==> src/rtl/txs_pkg.sv <==
package txs_pkg;
  localparam int TXS_RINGS   = 8;
  localparam int TXS_REG_W   = 32;
  localparam int TXS_EVT_LSB = 16;
  localparam int TXS_ADDR_STATUS = 0;
  localparam int TXS_ADDR_MASK   = 1;

  // Strobes from control to datapath, one cycle's worth of updates.
  typedef struct packed {
    logic [TXS_RINGS-1:0] haltSet;
    logic [TXS_RINGS-1:0] haltClr;
    logic [TXS_RINGS-1:0] evtSet;
    logic [TXS_RINGS-1:0] evtClr;
    logic                 maskWr;
    logic [TXS_RINGS-1:0] maskHalt;
    logic [TXS_RINGS-1:0] maskEvt;
  } txs_strobe_t;
endpackage

==> src/rtl/txs_ctrl.sv <==
module txs_ctrl
  import txs_pkg::*;
#(
  parameter int LEN_W  = 16,
  parameter int ADDR_W = 2,
  localparam int RING_W = $clog2(TXS_RINGS)
) (
  input  logic [TXS_RINGS-1:0] frameDone,
  input  logic                 fetchValid,
  input  logic [RING_W-1:0]    fetchRing,
  input  logic                 fetchReady,
  input  logic [LEN_W-1:0]     fetchLen,
  input  logic                 fetchAddrErr,
  input  logic                 fetchReadErr,
  input  logic [TXS_RINGS-1:0] dataErr,
  input  logic                 regWrEn,
  input  logic [ADDR_W-1:0]    regAddr,
  input  logic [TXS_REG_W-1:0] regWrData,
  output txs_strobe_t          strobe
);
  logic fetchBad;
  logic statusWr;
  logic maskWr;
  logic [TXS_RINGS-1:0] fetchHalt;
  logic unusedWrBits;

  // A fetched descriptor halts its ring when it is not ready (empty ring),
  // when it is ready with a zero length, or when its fetch reported an error.
  always_comb begin
    fetchBad = fetchValid &
               (~fetchReady | (fetchLen == '0) | fetchAddrErr | fetchReadErr);
    fetchHalt = fetchBad ? (TXS_RINGS'(1) << fetchRing) : '0;
  end

  assign statusWr = regWrEn && (regAddr == ADDR_W'(TXS_ADDR_STATUS));
  assign maskWr   = regWrEn && (regAddr == ADDR_W'(TXS_ADDR_MASK));

  always_comb begin
    strobe.haltSet  = fetchHalt | dataErr;
    strobe.evtSet   = frameDone;
    strobe.haltClr  = statusWr ? regWrData[TXS_RINGS-1:0] : '0;
    strobe.evtClr   = statusWr ? regWrData[TXS_EVT_LSB +: TXS_RINGS] : '0;
    strobe.maskWr   = maskWr;
    strobe.maskHalt = regWrData[TXS_RINGS-1:0];
    strobe.maskEvt  = regWrData[TXS_EVT_LSB +: TXS_RINGS];
  end

  // Write-data bits outside the two fields carry no meaning.
  assign unusedWrBits = ^regWrData;
endmodule

==> src/rtl/txs_datapath.sv <==
module txs_datapath
  import txs_pkg::*;
#(
  parameter int ADDR_W = 2
) (
  input  logic                 clk,
  input  logic                 rstN,
  input  txs_strobe_t          strobe,
  input  logic [ADDR_W-1:0]    regAddr,
  input  logic [TXS_RINGS-1:0] queueEn,
  input  logic                 gracefulStop,
  output logic [TXS_REG_W-1:0] regRdData,
  output logic [TXS_RINGS-1:0] dmaEnable,
  output logic                 irq,
  output logic [TXS_RINGS-1:0] haltQ,
  output logic [TXS_RINGS-1:0] evtQ,
  output logic [TXS_RINGS-1:0] maskHaltQ,
  output logic [TXS_RINGS-1:0] maskEvtQ
);
  logic irqQ;

  // Per-ring status flops: a set in the same cycle overrides the clear.
  for (genvar r = 0; r < TXS_RINGS; r++) begin : g_ring
    logic haltBit;
    logic evtBit;
    always_ff @(posedge clk or negedge rstN) begin
      if (!rstN) begin
        haltBit <= 1'b0;
        evtBit  <= 1'b0;
      end else begin
        haltBit <= (haltBit & ~strobe.haltClr[r]) | strobe.haltSet[r];
        evtBit  <= (evtBit  & ~strobe.evtClr[r])  | strobe.evtSet[r];
      end
    end
    assign haltQ[r] = haltBit;
    assign evtQ[r]  = evtBit;
  end

  always_ff @(posedge clk or negedge rstN) begin
    if (!rstN) begin
      maskHaltQ <= '0;
      maskEvtQ  <= '0;
    end else if (strobe.maskWr) begin
      maskHaltQ <= strobe.maskHalt;
      maskEvtQ  <= strobe.maskEvt;
    end
  end

  always_ff @(posedge clk or negedge rstN) begin
    if (!rstN) irqQ <= 1'b0;
    else       irqQ <= |({haltQ, evtQ} & {maskHaltQ, maskEvtQ});
  end
  assign irq = irqQ;

  assign dmaEnable = queueEn & ~haltQ & {TXS_RINGS{~gracefulStop}};

  always_comb begin
    regRdData = '0;
    if (regAddr == ADDR_W'(TXS_ADDR_STATUS)) begin
      regRdData[TXS_RINGS-1:0]            = haltQ;
      regRdData[TXS_EVT_LSB +: TXS_RINGS] = evtQ;
    end else if (regAddr == ADDR_W'(TXS_ADDR_MASK)) begin
      regRdData[TXS_RINGS-1:0]            = maskHaltQ;
      regRdData[TXS_EVT_LSB +: TXS_RINGS] = maskEvtQ;
    end
  end
endmodule

==> src/rtl/tx_ring_status.sv <==
module tx_ring_status
  import txs_pkg::*;
#(
  parameter int LEN_W  = 16,
  parameter int ADDR_W = 2,
  localparam int RING_W = $clog2(TXS_RINGS)
) (
  input  logic                 clk,
  input  logic                 rstN,
  input  logic [TXS_RINGS-1:0] frameDone,
  input  logic                 fetchValid,
  input  logic [RING_W-1:0]    fetchRing,
  input  logic                 fetchReady,
  input  logic [LEN_W-1:0]     fetchLen,
  input  logic                 fetchAddrErr,
  input  logic                 fetchReadErr,
  input  logic [TXS_RINGS-1:0] dataErr,
  input  logic [TXS_RINGS-1:0] queueEn,
  input  logic                 gracefulStop,
  input  logic                 regWrEn,
  input  logic [ADDR_W-1:0]    regAddr,
  input  logic [TXS_REG_W-1:0] regWrData,
  output logic [TXS_REG_W-1:0] regRdData,
  output logic [TXS_RINGS-1:0] dmaEnable,
  output logic                 irq
);
  txs_strobe_t          strobe;
  logic [TXS_RINGS-1:0] haltQ;
  logic [TXS_RINGS-1:0] evtQ;
  logic [TXS_RINGS-1:0] maskHaltQ;
  logic [TXS_RINGS-1:0] maskEvtQ;

  txs_ctrl #(.LEN_W(LEN_W), .ADDR_W(ADDR_W)) u_ctrl (
    .frameDone   (frameDone),
    .fetchValid  (fetchValid),
    .fetchRing   (fetchRing),
    .fetchReady  (fetchReady),
    .fetchLen    (fetchLen),
    .fetchAddrErr(fetchAddrErr),
    .fetchReadErr(fetchReadErr),
    .dataErr     (dataErr),
    .regWrEn     (regWrEn),
    .regAddr     (regAddr),
    .regWrData   (regWrData),
    .strobe      (strobe)
  );

  txs_datapath #(.ADDR_W(ADDR_W)) u_dp (
    .clk         (clk),
    .rstN        (rstN),
    .strobe      (strobe),
    .regAddr     (regAddr),
    .queueEn     (queueEn),
    .gracefulStop(gracefulStop),
    .regRdData   (regRdData),
    .dmaEnable   (dmaEnable),
    .irq         (irq),
    .haltQ       (haltQ),
    .evtQ        (evtQ),
    .maskHaltQ   (maskHaltQ),
    .maskEvtQ    (maskEvtQ)
  );
endmodule

==> config.mk <==
export PLATFORM = sky130hd
export DESIGN_NAME = tx_ring_status
export DESIGN_NICKNAME = d
export VERILOG_FILES = /design/src/rtl/txs_pkg.sv /design/src/rtl/txs_ctrl.sv /design/src/rtl/txs_datapath.sv /design/src/rtl/tx_ring_status.sv
export SDC_FILE = /design/constraint.sdc
export NUM_CORES = 1
export LEC_CHECK = 0
export ABC_CLOCK_PERIOD_IN_PS = 1140
export BUFFER_PORTS_ARGS = -buffer_cell sky130_fd_sc_hd__buf_2
export CORE_ASPECT_RATIO = 1.75
export CORE_MARGIN = 3
export CORE_UTILIZATION = 44
export DETAILED_ROUTE_END_ITERATION = 7
export PLACE_DENSITY = 0.91
export SLEW_MARGIN = 25
export SYNTH_ARGS = -nofsm -noshare
export SYNTH_HDL_FRONTEND = slang
export SYNTH_SLANG_ARGS = --single-unit
==> constraint.sdc <==
create_clock -name clk -period 1.14 [get_ports clk]
set_input_delay 0.114 -clock clk [delete_from_list [all_inputs] [get_ports clk]]
set_output_delay 0.114 -clock clk [all_outputs]
set_load 0.05 [all_outputs]
==> impl_metrics.py <==
metrics = {
    "timing": {
        "rsz0062_at_grt": "true",
        "setup_ws_ns": -0.271,
        "finClkSkew_ns": 0.00768,
        "min_period_ns": 1.41,
        "slew_viol_final": 0,
        "period_share_pct": 124,
        "max_freq_mhz": 709,
        "setup_viol": 27,
        "finalHoldViolCount": 0,
        "setup_tns_ns": -3.80,
        "whs_ns": 0.000106,
    },
    "critical_path": {
        "max_stage_delay_ns": 0.43,
        "cp-end-kind": "output pin",
        "slowest_stage": "dfrtp_1",
        "worst_setup_path_start_kind": "flip-flop",
        "cp.required_ns": 1.03,
        "cp.arrival_ns": 1.30,
        "crit_fanout": 3,
        "path_cells": "mux2i_2, buf_4, nor2_4, buf_6",
        "crit_type": "flip-flop to output pin",
    },
    "global_route": {
        "antenna_found_initial": 0,
        "grt_pass1_wl_um": 11900,
        "met3_usage_pct": 3.84,
        "grt_pass1_vias": 2330,
        "grt_max_degree": 19,
        "track_usage_pct": 28.0,
        "grt.busiest_layer": "met2",
        "grt-ovfl-total": 0,
        "met1_usage_pct": 30.5,
        "met2_usage_pct": 50.6,
    },
    "floorplan": {
        "dieArea_mm2": 0.00571,
        "num_io_pins": 126,
        "core_mm2": 0.00452,
        "die_y_um": 97.8,
        "dieWidth_um": 58.4,
        "start_util_pct": 46.8,
        "placementRows": 32,
    },
    "cells_and_area": {
        "regArea_um2": 831,
        "nNetsFinal": 421,
        "n_antenna_cell": 0,
        "final_layout_size_suffix_gt1_share_pct": 65.2,
        "fin_cells": 387,
        "area_growth_pct": 71.3,
        "multi_input_comb_area_mm2": 0.00148,
        "fill_cells": 253,
    },
    "logic_synthesis": {
        "synth-seq-cells": 33,
        "yosys_warnings": 0,
        "synth_ff_type": "dfrtp_1",
        "synth_top_area_cell": "dfrtp_1",
        "synth-edff-count": 0,
        "synth-simple-area-share_pct": 21.9,
        "synth.most_common_cell": "dfrtp_1",
        "postSynth.asyncResetShare_pct": 100,
        "synth.distinct_cells": 29,
        "synth_mux_area_share_pct": 17.8,
        "netlist_area_mm2": 0.00212,
        "synth_xor_xnor_area_share_pct": 0,
        "yosysSeqAreaShare_pct": 39.0,
        "synthAdderAreaFrac_pct": 0,
        "synth_top_area_share_pct": 39.0,
        "yosys-top-cells-area": "dfrtp_1 39%, mux2i_1 7.6%, mux2_4 7.1%",
        "synth_compound_area_share_pct": 11.3,
        "syn_area_per_cell_um2": 10.8,
        "netlist_instances": 196,
        "netlist_top_cells_count": "33 x dfrtp_1, 18 x buf_4, 17 x nor2_1",
        "synth_top_family_by_area": "simple AND/OR/NAND/NOR gates",
    },
    "worst_hold_path": {
        "hold_path_class": "input pin to flip-flop",
    },
    "clock_network": {
        "cts.path.max_buffers": 2,
        "clk_pin_slew_ns": 0.07,
        "cts_sinks": 33,
        "cts_tree": "done",
        "clockRootBuffer": "clkbuf_8",
        "htree_levels": 2,
        "numCtsBuffers": 5,
        "clock_latency_ns": 0.29,
    },
    "detailed_routing": {
        "drc": 0,
        "wl_per_cell_um": 21.5,
        "viasPerCell": 5.72,
        "detail-route-antenna-nets": 0,
        "vias": 2215,
        "wl_um": 8320,
        "first_pass_iters": 4,
        "drt_iter0_drc": 70,
    },
    "flow_run": {
        "drv_cap": 0,
    },
    "place": {
        "dp.cells": 352,
        "io_buffers": 93,
        "pre_cts_slack_ns": -0.170,
        "place_hpwl_um": 5030,
        "place.gp.congestion": 0.881,
    },
    "pwr": {
        "power.leakage_uw": 0.00161,
        "peakVddDrop_v": 0.00113,
        "power.density_mw_per_mm2": 1120,
        "total_power_uw": 4050,
    },
    "outcome": {
        "status": "finished, violations left",
        "violations": "negative setup slack",
    },
}
## what timing repair did
item / 4_1_cts / 5_1_grt
pin swaps: 11 / 9
endpoints found under the hold margin: 15 / 0
setup buffers: 22 / 6
hold buffers: 1 / 0
endpoints found under the setup margin: 25 / 31
resized for setup: 81 / 22
## cell families after synthesis
family          Yosys count
compound gates           32
buf+inv                  29
flops                    33
mux                      32
other cells               1
simple gates             69
## worst max-delay path: cells and delay by family (launching register included)
family	cells	cell delay [ns]
flip-flops	1	0.43
multiplexers	1	0.22
AND/OR/NAND/NOR	1	0.04
buffers and inverters	2	0.31
## registers in the layout, summed over array words and instances, names as in the netlist
signal / count
u_dp.g_ring.evtBit: 8
u_dp.irq: 1
u_dp.maskHaltQ: 8
u_dp.g_ring.haltBit: 8
u_dp.maskEvtQ: 8
## layer usage
layer | part of all wire, % | wire, um
met5 | 0 | 0
met1 | 33 | 2780
met4 | 3.3 | 277
met2 | 58 | 4790
met3 | 5.7 | 472
## through the flow
step | cell area (um2) | utilization [%]
floorplan | 2340 | -
global placement | 2920 | 64.4
detailed placement | 2920 | 64.4
CTS | 3480 | 77.0
global route | 3630 | 80.1
finish | 3630 | 80.1
## where the power goes
group	switching, uW	total, uW	internal (uW)
clock	445	925	479
combinational	877	1690	810
sequential	142	1440	1300
total	1460	4050	2590
## final cells by class
type                       count  area share (%)
sequential                    33            22.9
clock buffer                   7            2.38
timing repair buffer         147            32.0
multi-input combinational    149            40.9
tap                           51            1.76
## placed cells by master (no fill, tap or decap), types with 3 or more instances in the layout
cell type / count
dfrtp_2: 4
a22o_1: 4
a21o_1: 8
buf_6: 40
conb_1: 16
nand3_1: 4
nor3b_4: 8
mux2_4: 10
buf_12: 5
and4b_1: 3
nor4bb_1: 3
nand4bb_1: 8
mux2_2: 6
mux2i_1: 3
nor2b_1: 3
nand4_1: 3
a221oi_1: 4
nor2_2: 6
a221oi_2: 8
o21ai_1: 8
mux2i_2: 5
buf_4: 30
clkbuf_8: 6
nand2_1: 11
dfrtp_1: 29
buf_2: 69
mux2i_4: 8
nor4_1: 4
nor2_4: 10
## worst paths after layout
check | depth (start not counted) | slack [ns] | endpoint | startpoint
min reg2reg | 1 | 0.52 | u_dp.g_ring[2].evtBit | u_dp.g_ring[2].evtBit
max | 4 | -0.27 | regRdData[4] | u_dp.maskHaltQ[4]
min in group asynchronous | 2 | 0.36 | u_dp.maskEvtQ[0] | rstN
max in group asynchronous | 3 | 0.34 | u_dp.maskHaltQ[5] | rstN
min | 2 | 0.0001 | u_dp.g_ring[4].evtBit | frameDone[4]
max reg2reg | 4 | -0.22 | u_dp.irq | u_dp.g_ring[5].haltBit
No activity file was read; power rests on OpenSTA's default activity.
